--- config.mk ---
export PLATFORM = sky130hd
export DESIGN_NAME = readout_sequencer
export DESIGN_NICKNAME = d
export VERILOG_FILES = /design/src/rtl/rdo_pkg.sv /design/src/rtl/rdo_seq_timer.sv /design/src/rtl/rdo_group_ctrl.sv /design/src/rtl/rdo_word_packer.sv /design/src/rtl/readout_sequencer.sv
export SDC_FILE = /design/constraint.sdc
export NUM_CORES = 1
export LEC_CHECK = 0
export BUFFER_PORTS_ARGS = -buffer_cell sky130_fd_sc_hd__buf_2
export CAP_MARGIN = 10
export CELL_PAD_IN_SITES_DETAIL_PLACEMENT = 0
export CELL_PAD_IN_SITES_GLOBAL_PLACEMENT = 1
export CORE_ASPECT_RATIO = 1.4
export CORE_MARGIN = 2
export CORE_UTILIZATION = 29
export CTS_BUF_LIST = sky130_fd_sc_hd__clkbuf_16
export CTS_CLUSTER_SIZE = 12
export DETAILED_ROUTE_END_ITERATION = 12
export PLACE_DENSITY_LB_ADDON = 0.1
export SYNTH_ARGS = -nofsm -noshare
export SYNTH_HDL_FRONTEND = slang
export SYNTH_SLANG_ARGS = --single-unit
--- constraint.sdc ---
create_clock -name clk -period 1.4 [get_ports clk]
set_input_delay 0.28 -clock clk [delete_from_list [all_inputs] [get_ports clk]]
set_output_delay 0.28 -clock clk [all_outputs]
set_load 0.01 [all_outputs]
--- src/rtl/rdo_pkg.sv ---
`timescale 1ns/1ps
package rdo_pkg;
    localparam int GROUPS  = 4;
    localparam int ADC_W   = 10;
    localparam int SLOTS   = 8;
    localparam int BANKS   = 2;
    localparam int SLOT_W  = $clog2(SLOTS);
    localparam int ADDR_W  = SLOT_W - 1;
    localparam int WORDS   = GROUPS * SLOTS / 2;
    localparam int SEQ_W   = $clog2(WORDS);
    localparam int LINK_W  = 2 * ADC_W + 1;

    typedef struct packed {
        logic             sync;
        logic [ADC_W-1:0] hi;
        logic [ADC_W-1:0] lo;
    } link_word_t;

    // slot presented by a group's selector for the current sequence step:
    // odd groups convert on odd steps, even groups on even steps, and the
    // selector advances right after its own conversion
    function automatic logic [SLOT_W-1:0] slot_for(input logic [SEQ_W-1:0] s,
                                                   input logic odd);
        logic [SEQ_W-1:0] t;
        t = odd ? s : s + SEQ_W'(1);
        return SLOT_W'(t >> 1);
    endfunction

    function automatic logic [BANKS-1:0] bank_for(input logic [SLOT_W-1:0] slot);
        logic [BANKS-1:0] b;
        b = '0;
        b[slot[SLOT_W-1]] = 1'b1;
        return b;
    endfunction
endpackage

--- src/rtl/rdo_seq_timer.sv ---
`timescale 1ns/1ps
module rdo_seq_timer
    import rdo_pkg::*;
#(
    parameter int ADC_LAT = 1
) (
    input  logic             clk,
    input  logic             rst,
    input  logic             board_en,
    output logic             running,
    output logic [SEQ_W-1:0] seq,
    output logic             capture,
    output logic [SEQ_W-1:0] word_idx
);
    localparam int WARM   = 2 * ADC_LAT;
    localparam int WARM_W = $clog2(WARM + 1);

    logic [WARM_W-1:0] warm;

    always_ff @(posedge clk) begin
        if (rst || !board_en) begin
            running <= 1'b0;
            seq     <= '0;
            warm    <= '0;
        end else begin
            running <= 1'b1;
            if (running) begin
                seq <= seq + SEQ_W'(1);
                if (warm != WARM_W'(WARM)) warm <= warm + WARM_W'(1);
            end
        end
    end

    assign capture  = running && (warm == WARM_W'(WARM));
    assign word_idx = seq - SEQ_W'(WARM % WORDS);

    assert_seq_wrap_R2: assert property (@(posedge clk) disable iff (rst)
        (running && board_en && seq == SEQ_W'(WORDS - 1)) |=> (seq == '0));
endmodule

--- src/rtl/rdo_group_ctrl.sv ---
`timescale 1ns/1ps
module rdo_group_ctrl
    import rdo_pkg::*;
#(
    parameter bit ODD = 1'b0
) (
    input  logic              clk,
    input  logic              rst,
    input  logic              running,
    input  logic [SEQ_W-1:0]  seq,
    output logic [ADDR_W-1:0] addr,
    output logic [BANKS-1:0]  bank,
    output logic              adc_clk
);
    logic [SLOT_W-1:0] slot;

    always_comb begin
        slot    = slot_for(seq, ODD);
        addr    = slot[ADDR_W-1:0];
        bank    = bank_for(slot);
        adc_clk = running && (seq[0] == ODD);
    end

    assert_select_settled_R8: assert property (@(posedge clk) disable iff (rst)
        $rose(adc_clk) |-> ($stable(addr) && $stable(bank)));

    assert_bank_onehot_R7: assert property (@(posedge clk) disable iff (rst)
        $countones(bank) == 1);
endmodule

--- src/rtl/rdo_word_packer.sv ---
`timescale 1ns/1ps
module rdo_word_packer
    import rdo_pkg::*;
(
    input  logic                    clk,
    input  logic                    rst,
    input  logic                    hold,
    input  logic                    capture,
    input  logic                    parity,
    input  logic [SEQ_W-1:0]        word_idx,
    input  logic [GROUPS*ADC_W-1:0] adc_data,
    output link_word_t              word,
    output logic                    valid
);
    localparam int HALF = GROUPS / 2;

    logic [ADC_W-1:0] bus [GROUPS];
    link_word_t       next_word;

    for (genvar g = 0; g < GROUPS; g++) begin : g_unpack
        assign bus[g] = adc_data[g*ADC_W +: ADC_W];
    end

    always_comb begin
        next_word.lo   = parity ? bus[1] : bus[0];
        next_word.hi   = parity ? bus[HALF + 1] : bus[HALF];
        next_word.sync = (word_idx == SEQ_W'(WORDS - 1));
    end

    always_ff @(posedge clk) begin
        if (hold || !capture) begin
            word  <= '0;
            valid <= 1'b0;
        end else begin
            word  <= next_word;
            valid <= 1'b1;
        end
    end

    assert_first_index_R4: assert property (@(posedge clk) disable iff (rst)
        (!hold && capture && !valid) |-> (word_idx == '0));

    assert_parity_match_R1: assert property (@(posedge clk) disable iff (rst)
        capture |-> (parity == word_idx[0]));
endmodule

--- src/rtl/readout_sequencer.sv ---
`timescale 1ns/1ps
module readout_sequencer
    import rdo_pkg::*;
#(
    parameter int ADC_LAT = 1
) (
    input  logic                     clk,
    input  logic                     rst,
    input  logic                     board_en,
    input  logic [GROUPS*ADC_W-1:0]  adc_data_i,
    output logic [GROUPS*ADDR_W-1:0] mux_addr_o,
    output logic [GROUPS*BANKS-1:0]  bank_en_o,
    output logic [GROUPS-1:0]        adc_clk_o,
    output logic [LINK_W-1:0]        word_o,
    output logic                     word_valid_o
);
    logic             running;
    logic             capture;
    logic [SEQ_W-1:0] seq;
    logic [SEQ_W-1:0] word_idx;
    link_word_t       word;

    rdo_seq_timer #(.ADC_LAT(ADC_LAT)) u_timer (
        .clk      (clk),
        .rst      (rst),
        .board_en (board_en),
        .running  (running),
        .seq      (seq),
        .capture  (capture),
        .word_idx (word_idx)
    );

    for (genvar g = 0; g < GROUPS; g++) begin : g_group
        rdo_group_ctrl #(.ODD(1'(g % 2))) u_ctrl (
            .clk     (clk),
            .rst     (rst),
            .running (running),
            .seq     (seq),
            .addr    (mux_addr_o[g*ADDR_W +: ADDR_W]),
            .bank    (bank_en_o[g*BANKS +: BANKS]),
            .adc_clk (adc_clk_o[g])
        );
    end

    rdo_word_packer u_packer (
        .clk      (clk),
        .rst      (rst),
        .hold     (rst || !board_en),
        .capture  (capture),
        .parity   (seq[0]),
        .word_idx (word_idx),
        .adc_data (adc_data_i),
        .word     (word),
        .valid    (word_valid_o)
    );

    assign word_o = word;

    assert_quiet_hold_R5: assert property (@(posedge clk) disable iff (rst)
        !board_en |=> (!word_valid_o && adc_clk_o == '0 && word_o == '0));

    assert_valid_steady_R2: assert property (@(posedge clk) disable iff (rst)
        (word_valid_o && board_en) |=> word_valid_o);

    assert_sync_spacing_R3: assert property (@(posedge clk) disable iff (rst)
        (word_valid_o && word_o[LINK_W-1]) |=> !word_o[LINK_W-1]);

    assert_clk_phase_R6: assert property (@(posedge clk) disable iff (rst)
        word_valid_o |-> (adc_clk_o[0] != adc_clk_o[1]));
endmodule

==> reports/qor.csv, run 1 <==
stage,metric,value,unit
status,outcome,"complete, but fails checks",
status,failing checks,setup timing,
setup_path,CP max stage delay,0.37,ns
setup_path,critical path arrival,1.18,ns
power,overall power,1990,µW
logic_synthesis,Mapped Cells,124,
setup_path,"Buf+Inv Stages, Crit Path",2,
power,Power per Cell Area,980,nW/µm²
finish,Ant. Diodes,0,
routing,Pre-antenna DRT Iters,3,
clock_network,Hold Buf Count CTS,0,
clock_network,clock-pin slew of the registers on the worst-case setup and hold paths,0.05,ns
routing,Via-to-Cell Ratio,4.05,
timing,Slew @ Worst Pin,0.170,ns
clock_network,CTS tree,built,
floorplan,I/O pin total,85,
timing,RSZ-0062 raised after global routing,true,
timing,hold slack,0.241,ns
placed_design,Setup WS pre-CTS,0.0935,ns
placed_design,GPL Wtd Cong,0.771,
setup_path,CP Cell Sequence,ha_4 -> nand2_4 -> xnor2_4 -> inv_2 -> buf_6,
timing,Final Hold Fails,0,
global_route,number of global-route vias before repair,1099,
timing,final worst slack,-0.0588,ns
worst_hold_path,hold crit path type,in2reg,
timing,setup violators final,8,
finish,FF/Latch Area,592,µm²
global_route,first-pass GRT wire length,4710,µm
floorplan,Rows,28,
timing,Fin Setup TNS,-0.320,ns
timing,final slew viol count,0,
placed_design,dpl cells,253,
finish,Final #Nets,257,
clock_network,CTS root buffer,clkbuf_16,
power,clock share of power,0.484,
setup_path,Setup crit end kind,output pin,
global_route,antenna violations before repair,0,
clock_network,clk_lat worst skew,0.27,ns
floorplan,initial cell density of the core,0.304,
clock_network,Clock Tree Buf Depth,2,
timing,fmax,686,MHz
finish,Fill cells,404,
floorplan,CORE AREA,4240,µm²
logic_synthesis,syn_area_per_cell,10.4,µm²
logic_synthesis,Synth Register Bits,29,
power,Reg power frac,0.420,
logic_synthesis,Netlist Area Pre-Place,1290,µm²
routing,WL final,2980,µm
finish,share of layout cells above drive strength 1,0.590,
power,Max VDD drop,0.000600,V
floorplan,Die H,82.9,µm
global_route,largest net degree at the start of global routing,24,
placed_design,port bufs,84,
finish,Layout area overhead,57.7,%
floorplan,die area,5010,µm²
power,combinational share of power,0.095,
setup_path,Setup CP Type,reg2out,
setup_path,Crit path required time,1.12,ns
power,Pleak,0.00100,µW
finish,"most common cell after layout, fill and taps aside",buf_2,
routing,DRT iter0 DRCs,7,
run,MaxCap Viol Count,0,
power,Psw,414,µW
clock_network,H-tree depth,2,
setup_path,Worst setup SP type,flip-flop,
timing,Worst slew margin,0.883,
global_route,GRT overflow,0,
setup_path,"Slowest-stage cell, CP",dfxtp_4,
logic_synthesis,Mapped Nets,172,
finish,area of the multi-input gates,599,µm²
setup_path,CP max FO,5,
routing,residual DRC count,0,
global_route,GRT Total Usage,0.124,
floorplan,Die W,60.4,µm
routing,Vias,1093,
timing,clk_skew,0.00731,ns
placed_design,DP HPWL,2230,µm
power,Switching Fraction,0.208,
clock_network,TritonCTS Buffers,5,
timing,Final Cycle Share,1.04,
power,Int Pwr,1580,µW
logic_synthesis,count of different cell masters after synthesis,22,
routing,WL per Instance,11.1,µm
clock_network,CTS Sinks,29,
timing,min cycle time layout,1.46,ns
finish,final std cells w/o fill,270,
routing,final antenna-violating net count,0,
logic_synthesis,sequential fraction of the synthesis area,0.450,
setup_path,CP top delay family,flip-flops,
logic_synthesis,Ys Warns,0,
finish,most frequent cells in the layout,"buf_2 (79), dfxtp_1 (26), nor2_1 (24)",
registers in the layout, summed over array words and instances, names as in the netlist:
signal,flops
u_timer.warm,2
u_timer.seq,4
u_packer.valid,1
u_timer.running,1
u_packer.word,21
repair_timing:
action,in CTS,in global routing
setup endpoints to repair,12,12
gates cloned,0,1
pin swaps,4,1
resized for setup,14,7
buffers inserted,3,5
Yosys cell counts:
cell type	instances	area [µm²]
a211oi_1	1	7.51
a211oi_2	1	12.5
and2_1	1	6.26
and2b_4	1	10.0
buf_4	14	105
buf_6	4	45.0
clkinv_2	1	5.00
dfxtp_1	29	581
ha_1	5	62.6
inv_1	6	22.5
inv_2	1	3.75
mux2i_1	20	200
nand2_1	2	7.51
nand2b_4	1	13.8
nand3_1	1	5.00
nand3_4	1	17.5
nor2_1	24	90.1
nor2_2	2	12.5
nor2b_1	1	6.26
nor4b_2	1	15.0
xnor2_1	6	52.6
xor2_1	1	8.76
area by class of cell:
type / count / share of cell area
Clock buffer: 5 / 0.0615
Tap cell: 60 / 0.0369
Sequential cell: 29 / 0.291
Inverter: 8 / 0.0154
Clock inverter: 3 / 0.00554
Timing Repair Buffer: 96 / 0.295
Multi-Input combinational cell: 69 / 0.295
final timing paths:
kind,from,end,slack (ns),cells past startpoint
min reg2reg,u_timer.warm[0],u_timer.warm[0],0.53,2
max,u_timer.seq[1],bank_en_o[1],-0.06,5
max reg2reg,u_timer.seq[2],u_packer.word[20],0.18,5
min,adc_data_i[6],u_packer.word[6],0.24,3
tightest hold or removal path, cell delays in order:
cell	delay, ns
buf_2	0.07
mux2i_1	0.05
nor2_1	0.07
power groups by stage:
stage | logic, µW | registers, µW | clock network [µW]
6_report | 190 | 838 | 966
5_1_grt | 211 | 838 | 1020
4_1_cts | 169 | 838 | 998
3_5_place_dp | 165 | 854 | 0
3_3_place_gp | 161 | 854 | 0
2_1_floorplan | 98.7 | 852 | 0
cells by family after synthesis:
| group | count (synthesis) | share of synthesized area |
|---|---|---|
| and+or+nand+nor | 35 | 0.143 |
| AOI/OAI and AO/OA | 2 | 0.0155 |
| xor gates and xnor gates | 7 | 0.0475 |
| buffers and inverters | 26 | 0.141 |
| adders and majority gates | 5 | 0.0485 |
| muxes | 20 | 0.155 |
| DFF | 29 | 0.450 |
stage by stage:
| stage | util | cell area [µm²] |
|---|---|---|
| final | 0.480 | 2030 |
| after global routing | 0.480 | 2030 |
| after CTS | 0.453 | 1920 |
| after detailed placement | 0.401 | 1700 |
| after global placement | 0.401 | 1700 |
| after floorplan | - | 1310 |
layer usage:
layer | routed length, µm | GRT usage | up-vias
li1 | - | - | 548
met1 | 1020 | 0.105 | 485
met2 | 1660 | 0.237 | 54
met3 | 248 | 0.0498 | 6
met4 | 51 | 0.0485 | 0
met5 | 0 | 0 | -
Note: power is estimated with default switching activity, not from simulation.
==> run 2: changes to the inputs <==
--- a/config.mk
+++ b/config.mk
@@ -10,7 +10,7 @@
 export CELL_PAD_IN_SITES_DETAIL_PLACEMENT = 0
 export CELL_PAD_IN_SITES_GLOBAL_PLACEMENT = 1
 export CORE_ASPECT_RATIO = 1.4
-export CORE_MARGIN = 2
+export CORE_MARGIN = 5
 export CORE_UTILIZATION = 29
 export CTS_BUF_LIST = sky130_fd_sc_hd__clkbuf_16
 export CTS_CLUSTER_SIZE = 12
==> run 2 against run 1 <==
  * The flow still finishes with violations (setup timing)
  * Via count fell by 1.8%
  * Routed wire length rose by 2.1%
  * Sequential share of layout area rose by 1.7 points
  * Hold slack got worse by 0.0018 ns
  * Power fell by 2.3%
  * Register-to-register slack improved by 0.03 ns
  * Critical path depth fell by 1
  * First-iteration DRC count did not move
  * Combinational power fell by 13%
  * Worst setup slack got worse by 0.0028 ns
  * Core utilization fell by 3.1 points
  * Design area fell by 5.6%
==> reports/qor.csv, run 2 (synthesis results as in run 1) <==
stage,metric,value,unit,change
floorplan,CORE AREA,4270,µm²,was 4240 µm²
finish,Fill cells,454,,was 404
floorplan,I/O pin total,85,,unchanged
power,Power per Cell Area,1010,nW/µm²,was 980 nW/µm²
setup_path,CP max FO,5,,unchanged
timing,Final Hold Fails,0,,unchanged
finish,Final Cell Area,1920,µm²,was 2030 µm²
setup_path,Setup CP Type,reg2out,,unchanged
floorplan,die area,5900,µm²,was 5010 µm²
finish,Ant. Diodes,0,,unchanged
floorplan,Die H,88.9,µm,was 82.9 µm
clock_network,TritonCTS Buffers,5,,unchanged
finish,most flop-heavy register,u_packer.word,,unchanged
global_route,GRT Total Usage,0.108,,was 0.124
timing,Slew @ Worst Pin,0.209,ns,was 0.170 ns
routing,DRT iter0 DRCs,7,,unchanged
finish,share of layout cells above drive strength 1,0.566,,was 0.590
timing,final worst slack,-0.0615,ns,was -0.0588 ns
clock_network,clk_lat worst skew,0.27,ns,about the same
placed_design,port bufs,84,,unchanged
run,MaxCap Viol Count,0,,unchanged
routing,WL final,3050,µm,was 2980 µm
finish,Final #Nets,253,,was 257
finish,Largest regs,"u_packer.word x21, u_timer.seq x4, u_timer.warm x2",,unchanged
finish,Layout area overhead,48.9,%,was 57.7%
setup_path,critical path arrival,1.18,ns,about the same
timing,setup violators final,10,,was 8
timing,final slew viol count,0,,unchanged
timing,Worst slew margin,0.860,,was 0.883
floorplan,Die W,66.4,µm,was 60.4 µm
setup_path,Crit path required time,1.12,ns,about the same
clock_network,CTS root buffer,clkbuf_16,,unchanged
global_route,largest net degree at the start of global routing,24,,unchanged
finish,max reg flops,21,,unchanged
timing,hold slack,0.239,ns,was 0.241 ns
clock_network,clock-pin slew of the registers on the worst-case setup and hold paths,0.05,ns,about the same
status,failing checks,setup timing,,unchanged
clock_network,Clock Tree Buf Depth,2,,unchanged
setup_path,Worst setup SP type,flip-flop,,unchanged
clock_network,H-tree depth,2,,unchanged
timing,Fin Setup TNS,-0.392,ns,was -0.320 ns
global_route,number of global-route vias before repair,1065,,"was 1,099"
placed_design,dpl cell area,1690,µm²,was 1700 µm²
power,Pleak,0.000960,µW,was 0.00100 µW
global_route,GRT overflow,0,,unchanged
placed_design,GPL Wtd Cong,0.664,,was 0.771
global_route,first-pass GRT wire length,4570,µm,was 4710 µm
timing,fmax,684,MHz,was 686 MHz
clock_network,CTS Sinks,29,,unchanged
status,outcome,"complete, but fails checks",,unchanged
worst_hold_path,hold crit path type,in2reg,,unchanged
clock_network,CTS tree,built,,unchanged
placed_design,DP HPWL,2470,µm,was 2230 µm
routing,Vias,1073,,"was 1,093"
placed_design,Setup WS pre-CTS,0.107,ns,was 0.0935 ns
finish,most frequent cells in the layout,"buf_2 (80), dfxtp_1 (26), nor2_1 (24)",,"was buf_2 (79), dfxtp_1 (26), nor2_1 (24)"
floorplan,Rows,28,,unchanged
timing,Final Cycle Share,1.04,,about the same
power,overall power,1950,µW,was 1990 µW
finish,"most common cell after layout, fill and taps aside",buf_2,,unchanged
routing,WL per Instance,11.5,µm,was 11.1 µm
timing,min cycle time layout,1.46,ns,about the same
timing,RSZ-0062 raised after global routing,true,,unchanged
floorplan,initial cell density of the core,0.302,,was 0.304
timing,clk_skew,0.00333,ns,was 0.00731 ns
routing,Via-to-Cell Ratio,4.05,,about the same
routing,final antenna-violating net count,0,,unchanged
power,Max VDD drop,0.000658,V,was 0.000600 V
routing,Pre-antenna DRT Iters,3,,unchanged
clock_network,Hold Buf Count CTS,0,,unchanged
setup_path,Setup crit end kind,output pin,,unchanged
routing,residual DRC count,0,,unchanged
global_route,antenna violations before repair,0,,unchanged
[run 2: final timing paths]
check / start / to / slack [ns] / cells past startpoint
worst max-delay path: u_timer.seq[1] / mux_addr_o[0] / -0.06 / 4
worst min-delay path: adc_data_i[4] / u_packer.word[4] / 0.24 / 3
worst max register to register: u_timer.warm[0] / u_timer.warm[1] / 0.21 / 5
worst min register to register: u_timer.seq[1] / u_timer.seq[1] / 0.53 / 2
[run 2: cell type report]
class	instances	area, µm²	share of cell area
well taps	60	75.1	0.0391
clock buffers	5	125	0.0651
inverters	8	31.3	0.0163
repair buffers	92	518	0.270
multi-input cells	69	572	0.298
clock inverters	2	7.51	0.00391
flip-flops and latches	29	592	0.308
[run 2: repair_timing]
action / CTS / global route
pin swaps: 4 / 0
gates resized for setup: 12 / 2
buffers inserted: 3 / 1
setup endpoints to repair: 12 / 12
[run 2: power by group]
part	switching, µW	internal (µW)	leakage, µW	total, µW
Sequential	8.21	831	0.000236	839
Clock	314	630	0.0000685	944
Combinational	68.8	96.1	0.000655	165
Total	391	1560	0.000960	1950
[run 2: through the flow]
stage           util  cells
6_report       0.449    265
4_1_cts        0.447    264
3_3_place_gp   0.396    254
5_1_grt        0.449    265
2_1_floorplan      -    124
3_5_place_dp   0.396    254
[run 2: worst max-delay path: stages, from the launching register on]
cell,delay [ns]
dfxtp_4,0.37
inv_1,0.06
ha_1,0.30
inv_1,0.07
buf_2,0.12
[run 2: metal layers]
layer,vias to the layer above,GRT usage,wire length (µm)
met5,-,0,0
met4,0,0.0665,71
met3,6,0.0541,334
met2,49,0.199,1680
met1,474,0.0907,967
li1,544,-,-
